[src/rtl/tw_pkg.sv]
package tw_pkg;
    localparam int TW_DW      = 16;
    localparam int TW_NLIM    = 4;
    localparam int TW_NERR    = 2;
    localparam int TW_REGW    = 8;

    // temperature flag positions
    localparam int FL_HIGH    = 0;
    localparam int FL_LOW     = 1;
    localparam int FL_CHIGH   = 2;
    localparam int FL_CLOW    = 3;

    // error flag positions
    localparam int ER_PAR     = 0;
    localparam int ER_CHK     = 1;

    // configuration bits
    localparam int CFG_ERR_EN = 4;
    localparam int CFG_GCLR   = 7;
    localparam int DEV_PEND   = 7;

    // flags that fire above their limit (others fire below)
    localparam logic [TW_NLIM-1:0] ABOVE_MASK = 4'b0101;

    typedef enum logic [1:0] {
        SEQ_RUN   = 2'd0,
        SEQ_DRAIN = 2'd1,
        SEQ_HALT  = 2'd2
    } seq_state_t;
endpackage

[src/rtl/tw_cmp.sv]
module tw_cmp #(
    parameter int DW = 16,
    parameter int N  = 4,
    parameter logic [N-1:0] ABOVE = '0
) (
    input  logic              valid_i,
    input  logic [DW-1:0]     value_i,
    input  logic [N-1:0][DW-1:0] lim_i,
    output logic [N-1:0]      hit_o
);
    for (genvar g = 0; g < N; g++) begin : g_cmp
        if (ABOVE[g]) begin : g_above
            assign hit_o[g] = valid_i && (value_i > lim_i[g]);
        end else begin : g_below
            assign hit_o[g] = valid_i && (value_i < lim_i[g]);
        end
    end
endmodule

[src/rtl/tw_sticky.sv]
module tw_sticky #(
    parameter int N = 4
) (
    input  logic         clk,
    input  logic         rst_n,
    input  logic [N-1:0] set_i,
    input  logic [N-1:0] clr_i,
    input  logic         gclr_i,
    output logic [N-1:0] q_o
);
    logic [N-1:0] q_q;
    logic [N-1:0] keep;

    always_comb begin
        keep = q_q & ~clr_i;
        if (gclr_i) begin
            keep = '0;
        end
    end

    always_ff @(posedge clk or negedge rst_n) begin
        if (!rst_n) begin
            q_q <= '0;
        end else begin
            q_q <= keep | set_i;
        end
    end

    assign q_o = q_q;

    // without set or clear, flags keep their value
    a_r4_sticky_hold: assert property (@(posedge clk) disable iff (!rst_n)
        (set_i == '0 && clr_i == '0 && !gclr_i) |=> $stable(q_o));

    // a requested clear takes effect where no set competes
    a_r5_clear_takes: assert property (@(posedge clk) disable iff (!rst_n)
        ((clr_i & ~set_i) != '0) |=> ((q_o & $past(clr_i & ~set_i)) == '0));

    // a set in the same cycle as a clear wins
    a_r6_set_wins: assert property (@(posedge clk) disable iff (!rst_n)
        (set_i != '0) |=> ((q_o & $past(set_i)) == $past(set_i)));

    // global clear empties every flag not being set
    a_r9_global_clear: assert property (@(posedge clk) disable iff (!rst_n)
        gclr_i |=> ((q_o & ~$past(set_i)) == '0));
endmodule

[src/rtl/tw_seq.sv]
module tw_seq
    import tw_pkg::*;
(
    input  logic clk,
    input  logic rst_n,
    input  logic dis_i,
    input  logic busy_i,
    input  logic done_i,
    output logic conv_en_o,
    output logic accept_o
);
    seq_state_t state_q, state_d;

    always_comb begin
        state_d = state_q;
        unique case (state_q)
            SEQ_RUN: begin
                if (dis_i) begin
                    // run_to_drain / run_to_halt
                    state_d = (busy_i && !done_i) ? SEQ_DRAIN : SEQ_HALT;
                end
            end
            SEQ_DRAIN: begin
                if (done_i) begin
                    // drain_to_halt / drain_to_run
                    state_d = dis_i ? SEQ_HALT : SEQ_RUN;
                end
            end
            SEQ_HALT: begin
                if (!dis_i) begin
                    state_d = SEQ_RUN; // halt_to_run
                end
            end
            default: state_d = SEQ_HALT;
        endcase
    end

    always_ff @(posedge clk or negedge rst_n) begin
        if (!rst_n) begin
            state_q <= SEQ_RUN;
        end else begin
            state_q <= state_d;
        end
    end

    always_comb begin
        conv_en_o = 1'b0;
        accept_o  = 1'b0;
        unique case (state_q)
            SEQ_RUN:   begin conv_en_o = 1'b1; accept_o = done_i; end
            SEQ_DRAIN: begin conv_en_o = 1'b0; accept_o = done_i; end
            SEQ_HALT:  begin conv_en_o = 1'b0; accept_o = 1'b0;   end
            default:   begin conv_en_o = 1'b0; accept_o = 1'b0;   end
        endcase
    end

    // idle disable stops conversions after one edge
    a_r10_idle_stop: assert property (@(posedge clk) disable iff (!rst_n)
        (conv_en_o && dis_i && !busy_i) |=> !conv_en_o);

    // draining keeps the converter disabled until the result arrives
    a_r11_drain_wait: assert property (@(posedge clk) disable iff (!rst_n)
        (state_q == SEQ_DRAIN && !done_i) |=> (state_q == SEQ_DRAIN && !conv_en_o));

    // withdrawing disable while halted restarts conversions
    a_r13_restart: assert property (@(posedge clk) disable iff (!rst_n)
        (state_q == SEQ_HALT && !dis_i) |=> conv_en_o);
endmodule

[src/rtl/thermal_watch.sv]
module thermal_watch
    import tw_pkg::*;
(
    input  logic        clk,
    input  logic        rst_n,
    input  logic        conv_done_i,
    input  logic [15:0] conv_result_i,
    input  logic        conv_busy_i,
    input  logic [15:0] lim_high_i,
    input  logic [15:0] lim_low_i,
    input  logic [15:0] lim_crit_high_i,
    input  logic [15:0] lim_crit_low_i,
    input  logic        temp_clr_we_i,
    input  logic [3:0]  temp_clr_i,
    input  logic        err_clr_we_i,
    input  logic [1:0]  err_clr_i,
    input  logic        cfg_we_i,
    input  logic [7:0]  cfg_data_i,
    input  logic        sensor_dis_i,
    input  logic        par_err_i,
    input  logic        chk_err_i,
    output logic [7:0]  temp_status_o,
    output logic [7:0]  err_status_o,
    output logic [7:0]  dev_status_o,
    output logic        conv_en_o,
    output logic [15:0] temp_value_o
);
    localparam int NEN = TW_NLIM + 1;

    logic                     accept;
    logic [TW_NLIM-1:0]       hit;
    logic [TW_NLIM-1:0][TW_DW-1:0] lims;
    logic [TW_NLIM-1:0]       temp_clr;
    logic [TW_NLIM-1:0]       temp_q;
    logic [TW_NERR-1:0]       err_set;
    logic [TW_NERR-1:0]       err_clr;
    logic [TW_NERR-1:0]       err_q;
    logic                     gclr;
    logic [NEN-1:0]           irq_en_q;
    logic [TW_DW-1:0]         value_q;
    logic                     pending;
    logic                     unused_cfg;

    assign unused_cfg = ^cfg_data_i[6:5];

    assign lims[FL_HIGH]  = lim_high_i;
    assign lims[FL_LOW]   = lim_low_i;
    assign lims[FL_CHIGH] = lim_crit_high_i;
    assign lims[FL_CLOW]  = lim_crit_low_i;

    assign gclr     = cfg_we_i && cfg_data_i[CFG_GCLR];
    assign temp_clr = temp_clr_we_i ? temp_clr_i : '0;
    assign err_clr  = err_clr_we_i ? err_clr_i : '0;

    always_comb begin
        err_set         = '0;
        err_set[ER_PAR] = par_err_i;
        err_set[ER_CHK] = chk_err_i;
    end

    tw_seq u_seq (
        .clk       (clk),
        .rst_n     (rst_n),
        .dis_i     (sensor_dis_i),
        .busy_i    (conv_busy_i),
        .done_i    (conv_done_i),
        .conv_en_o (conv_en_o),
        .accept_o  (accept)
    );

    tw_cmp #(
        .DW    (TW_DW),
        .N     (TW_NLIM),
        .ABOVE (ABOVE_MASK)
    ) u_cmp (
        .valid_i (accept),
        .value_i (conv_result_i),
        .lim_i   (lims),
        .hit_o   (hit)
    );

    tw_sticky #(.N(TW_NLIM)) u_temp_flags (
        .clk    (clk),
        .rst_n  (rst_n),
        .set_i  (hit),
        .clr_i  (temp_clr),
        .gclr_i (gclr),
        .q_o    (temp_q)
    );

    tw_sticky #(.N(TW_NERR)) u_err_flags (
        .clk    (clk),
        .rst_n  (rst_n),
        .set_i  (err_set),
        .clr_i  (err_clr),
        .gclr_i (gclr),
        .q_o    (err_q)
    );

    always_ff @(posedge clk or negedge rst_n) begin
        if (!rst_n) begin
            irq_en_q <= '0;
        end else if (cfg_we_i) begin
            irq_en_q <= cfg_data_i[NEN-1:0];
        end
    end

    always_ff @(posedge clk or negedge rst_n) begin
        if (!rst_n) begin
            value_q <= '0;
        end else if (accept) begin
            value_q <= conv_result_i;
        end
    end

    assign pending = (|(temp_q & irq_en_q[TW_NLIM-1:0]))
                   || ((|err_q) && irq_en_q[CFG_ERR_EN]);

    always_comb begin
        temp_status_o                = '0;
        temp_status_o[TW_NLIM-1:0]   = temp_q;
        err_status_o                 = '0;
        err_status_o[TW_NERR-1:0]    = err_q;
        dev_status_o                 = '0;
        dev_status_o[DEV_PEND]       = pending;
    end

    assign temp_value_o = value_q;

    // no flags set means nothing pending
    a_r8_quiet: assert property (@(posedge clk) disable iff (!rst_n)
        (temp_status_o == 8'h00 && err_status_o == 8'h00) |-> !dev_status_o[DEV_PEND]);

    // global clear with no competing event empties both status bytes
    a_r9_all_clear: assert property (@(posedge clk) disable iff (!rst_n)
        (gclr && !accept && !par_err_i && !chk_err_i)
        |=> (temp_status_o == 8'h00 && err_status_o == 8'h00 && !dev_status_o[DEV_PEND]));

    // stored result only moves on an accepted conversion
    a_r14_value_hold: assert property (@(posedge clk) disable iff (!rst_n)
        !accept |=> $stable(temp_value_o));

    // while conversions are off and no drain pending, results are dropped
    a_r12_halt_ignore: assert property (@(posedge clk) disable iff (!rst_n)
        (!conv_en_o && !conv_busy_i && !accept && !gclr && !temp_clr_we_i)
        |=> $stable(temp_status_o));
endmodule

[config.mk]
export PLATFORM = sky130hd
export DESIGN_NAME = thermal_watch
export DESIGN_NICKNAME = d
export VERILOG_FILES = /design/src/rtl/tw_pkg.sv /design/src/rtl/tw_cmp.sv /design/src/rtl/tw_sticky.sv /design/src/rtl/tw_seq.sv /design/src/rtl/thermal_watch.sv
export SDC_FILE = /design/constraint.sdc
export NUM_CORES = 1
export LEC_CHECK = 0
export CAP_MARGIN = 20
export CORE_MARGIN = 2
export CORE_UTILIZATION = 40
export DETAILED_ROUTE_END_ITERATION = 10
export DONT_BUFFER_PORTS = 1
export PLACE_DENSITY = 0.6
export SLEW_MARGIN = 15
export SYNTH_ARGS = -nofsm -noshare
export SYNTH_HDL_FRONTEND = slang
export SYNTH_HIERARCHICAL = 1
export SYNTH_SLANG_ARGS = --single-unit
[constraint.sdc]
create_clock -name clk -period 1.6 [get_ports clk]
set_input_delay 0.32 -clock clk [delete_from_list [all_inputs] [get_ports clk]]
set_output_delay 0.32 -clock clk [all_outputs]
set_load 0.01 [all_outputs]
==> impl_metrics.toml <==
[yosys]
synth_area_leaders = "ha_1 27%, dfrtp_1 25%, inv_1 8.2%, mux2_4 5.2%, a21oi_1 5.0%"
yosysTopAreaCell = "ha_1"
ys_async_sr_fraction = 1.000
synth_most_common_cell = "inv_1"
synth_top_area_share = 0.2675
yosysSeqAreaShare = 0.2502
yosysWarnings = 6
synthFlopType = "dfrtp_1"
synth_edf_count = 0
synth.avg_cell_area_um2 = 8.951
synth-seq-cells = 29
synth_cells = 324
synth_common_cells = "63 x inv_1, 62 x ha_1, 29 x a21oi_1, 29 x dfrtp_1, 18 x buf_4"
syn-cell-area_um2 = 2900
synth_cell_types = 29

[cts]
cts-buffers-inserted = 5
cts_resized = 0
cts_sinks = 29
worstSkewPairLatency_ps = 270
root_buffer = "clkbuf_8"
htreeDepth = 2
path_clk_slew_ps = 60
cts_setup_buffers = 0
cts_tree = "done"
ctsLongestPathBuffers = 2

[route]
dr.pass1.iters = 4
dr.first_iter.drc_count = 63
routed_via_density = 4.977
drc = 0
vias = 2150
wl_per_cell_um = 15.41
ant_nets = 0
routed_wl_mm = 6.657

[setup_path]
r2r-start = "u_seq/state_q[1]$_DFFE_PN0P_"
critical_path.startpoint = "u_err_flags/q_o[1]$_DFF_PN0_"
critical_path_class = "reg -> out"
worstPathArrival_ps = 1090
critPathLaunchType = "flip-flop"
cp.required_ps = 1280
worstSetupEndpointType = "primary output"
cp_max_fo = 3

[timing]
min_period_ps = 1415
fin_skew_ps = 3.571
hold_viol = 0
finalMaxSlewViolations = 0
period_share = 0.8842
max_freq_mhz = 706.9
setup-violations-final = 0
rsz0062_at_grt = "no"

[floorplan]
rows = 31
start_util = 0.4064
dieArea_um2 = 7948
die_w_um = 89.15
fp.dieH_um = 89.15
io_pins = 145
core_um2 = 7137

[grt]
grt_max_degree = 30
grt-ovfl-total = 0
grtUsageTotal = 0.1689
grt_pass1_wl_mm = 10.27
first_global_vias = 2169
antenna_found_initial = 0

[hold_path]
worstHoldStart = "conv_done_i"
hold_path_class = "in -> reg"

[finish]
fin_area_um2 = 3087
layout-drive-gt1-share = 0.1081
nNetsFinal = 498
final_cells = 432
area_growth_pct = 6.428
fillers = 720
antenna_cells = 0

[flow_run]
drv_cap = 0

[pwr]
p_leak_uw = 0.001690
power_density_nw_per_um2 = 714.2
ir_drop_uv = 432.0
p_total_uw = 2204

[run_status]
status = "completed"

[placed_design]
dp.cells = 422
dp_hpwl_mm = 5.729
io_buffers = 0
gp_congestion = 0.8086
place_area_um2 = 2955
==> flip-flops by register name, indices dropped and copies added, names as in the netlist <==
name,cells
temp_value_o,16
irq_en_q,5
u_temp_flags/q_o,4
u_err_flags/q_o,2
u_seq/state_q,2
==> routing by layer <==
layer	wire, µm	up-vias	track usage
li1	-	1089	-
met5	0	-	0
met2	3168	91	0.2808
met3	518	2	0.05078
met4	21	0	0.03121
met1	2950	968	0.2193
==> power by group <==
part,switching (µW),leakage [µW],internal (µW)
Combinational,281,0.00129,301
Clock,270,0.0000542,388
Sequential,126,0.000344,838
Total,677,0.00169,1530
==> placed cells by master (no fill, tap or decap), drive strengths merged <==
cell type	netlist	layout
clkbuf	0	7
and4b	2	2
nor3b	4	4
and2	7	7
a221oi	2	2
and4	1	1
nand2b	2	2
a21oi	31	31
or2	5	5
buf	20	4
nand2	15	15
nand3	7	7
nor2	11	11
inv	63	63
clkinv	0	1
nand4	10	10
conb	1	17
o21ai	11	11
dfrtp	29	29
a22oi	4	4
ha	62	62
mux2	21	21
a21o	10	10
a31oi	4	4
dlygate4sd3	0	1
nor3	1	1
nor2b	1	1
==> layout make-up <==
cell class / count / area [µm²] / area share
multi-input combinational: 228 / 1834 / 0.5942
inverter: 63 / 236.5 / 0.07661
timing repair buffer: 5 / 65.06 / 0.02108
sequential: 29 / 725.7 / 0.2351
tap: 99 / 123.9 / 0.04013
clock buffer: 7 / 96.34 / 0.03121
clock inverter: 1 / 5.005 / 0.001621
==> timing repair <==
action,CTS,global route
endpoints found under the setup margin,0,0
hold endpoints to repair,29,0
hold buffers,2,0
==> final timing paths <==
| path | end | slack [ps] | depth (start not counted) |
|---|---|---|---|
| min in group asynchronous | u_err_flags/q_o[0]$_DFF_PN0_ | 500 | 2 |
| max in group asynchronous | temp_value_o[3]$_DFFE_PN0P_ | 930 | 2 |
| min reg2reg | irq_en_q[4]$_DFFE_PN0P_ | 510 | 1 |
| min | u_seq/state_q[0]$_DFFE_PN0P_ | 110 | 1 |
| max | dev_status_o[7] | 190 | 2 |
| max reg2reg | temp_value_o[11]$_DFFE_PN0P_ | 340 | 3 |
==> worst max-delay path, cell delays in order (launching register included) <==
cell     delay [ps]
dfrtp_1         430
o21ai_0         230
nand3_1         170
==> metrics by stage <==
step                setup WS (ps)  utilization  hold slack [ps]  TNS (ps)
global route                87.77       0.4325            105.7         0
global placement           -50.54       0.4141            25.01    -95.87
CTS                         170.2       0.4325            105.8         0
detailed placement         -101.9       0.4141            25.03    -285.0
finish                      185.3       0.4325            114.4         0
floorplan                   90.86            -            24.41         0
==> cells by family after synthesis <==
logic type | Yosys count | synth area share
buffers and inverters | 83 | 0.1389
DFF | 29 | 0.2502
other | 1 | 0.001293
and+or+nand+nor | 66 | 0.1217
adders and majority gates | 62 | 0.2675
AOI/OAI and AO/OA | 62 | 0.1260
muxes | 21 | 0.09448
Power figures use the tool's default switching activity.
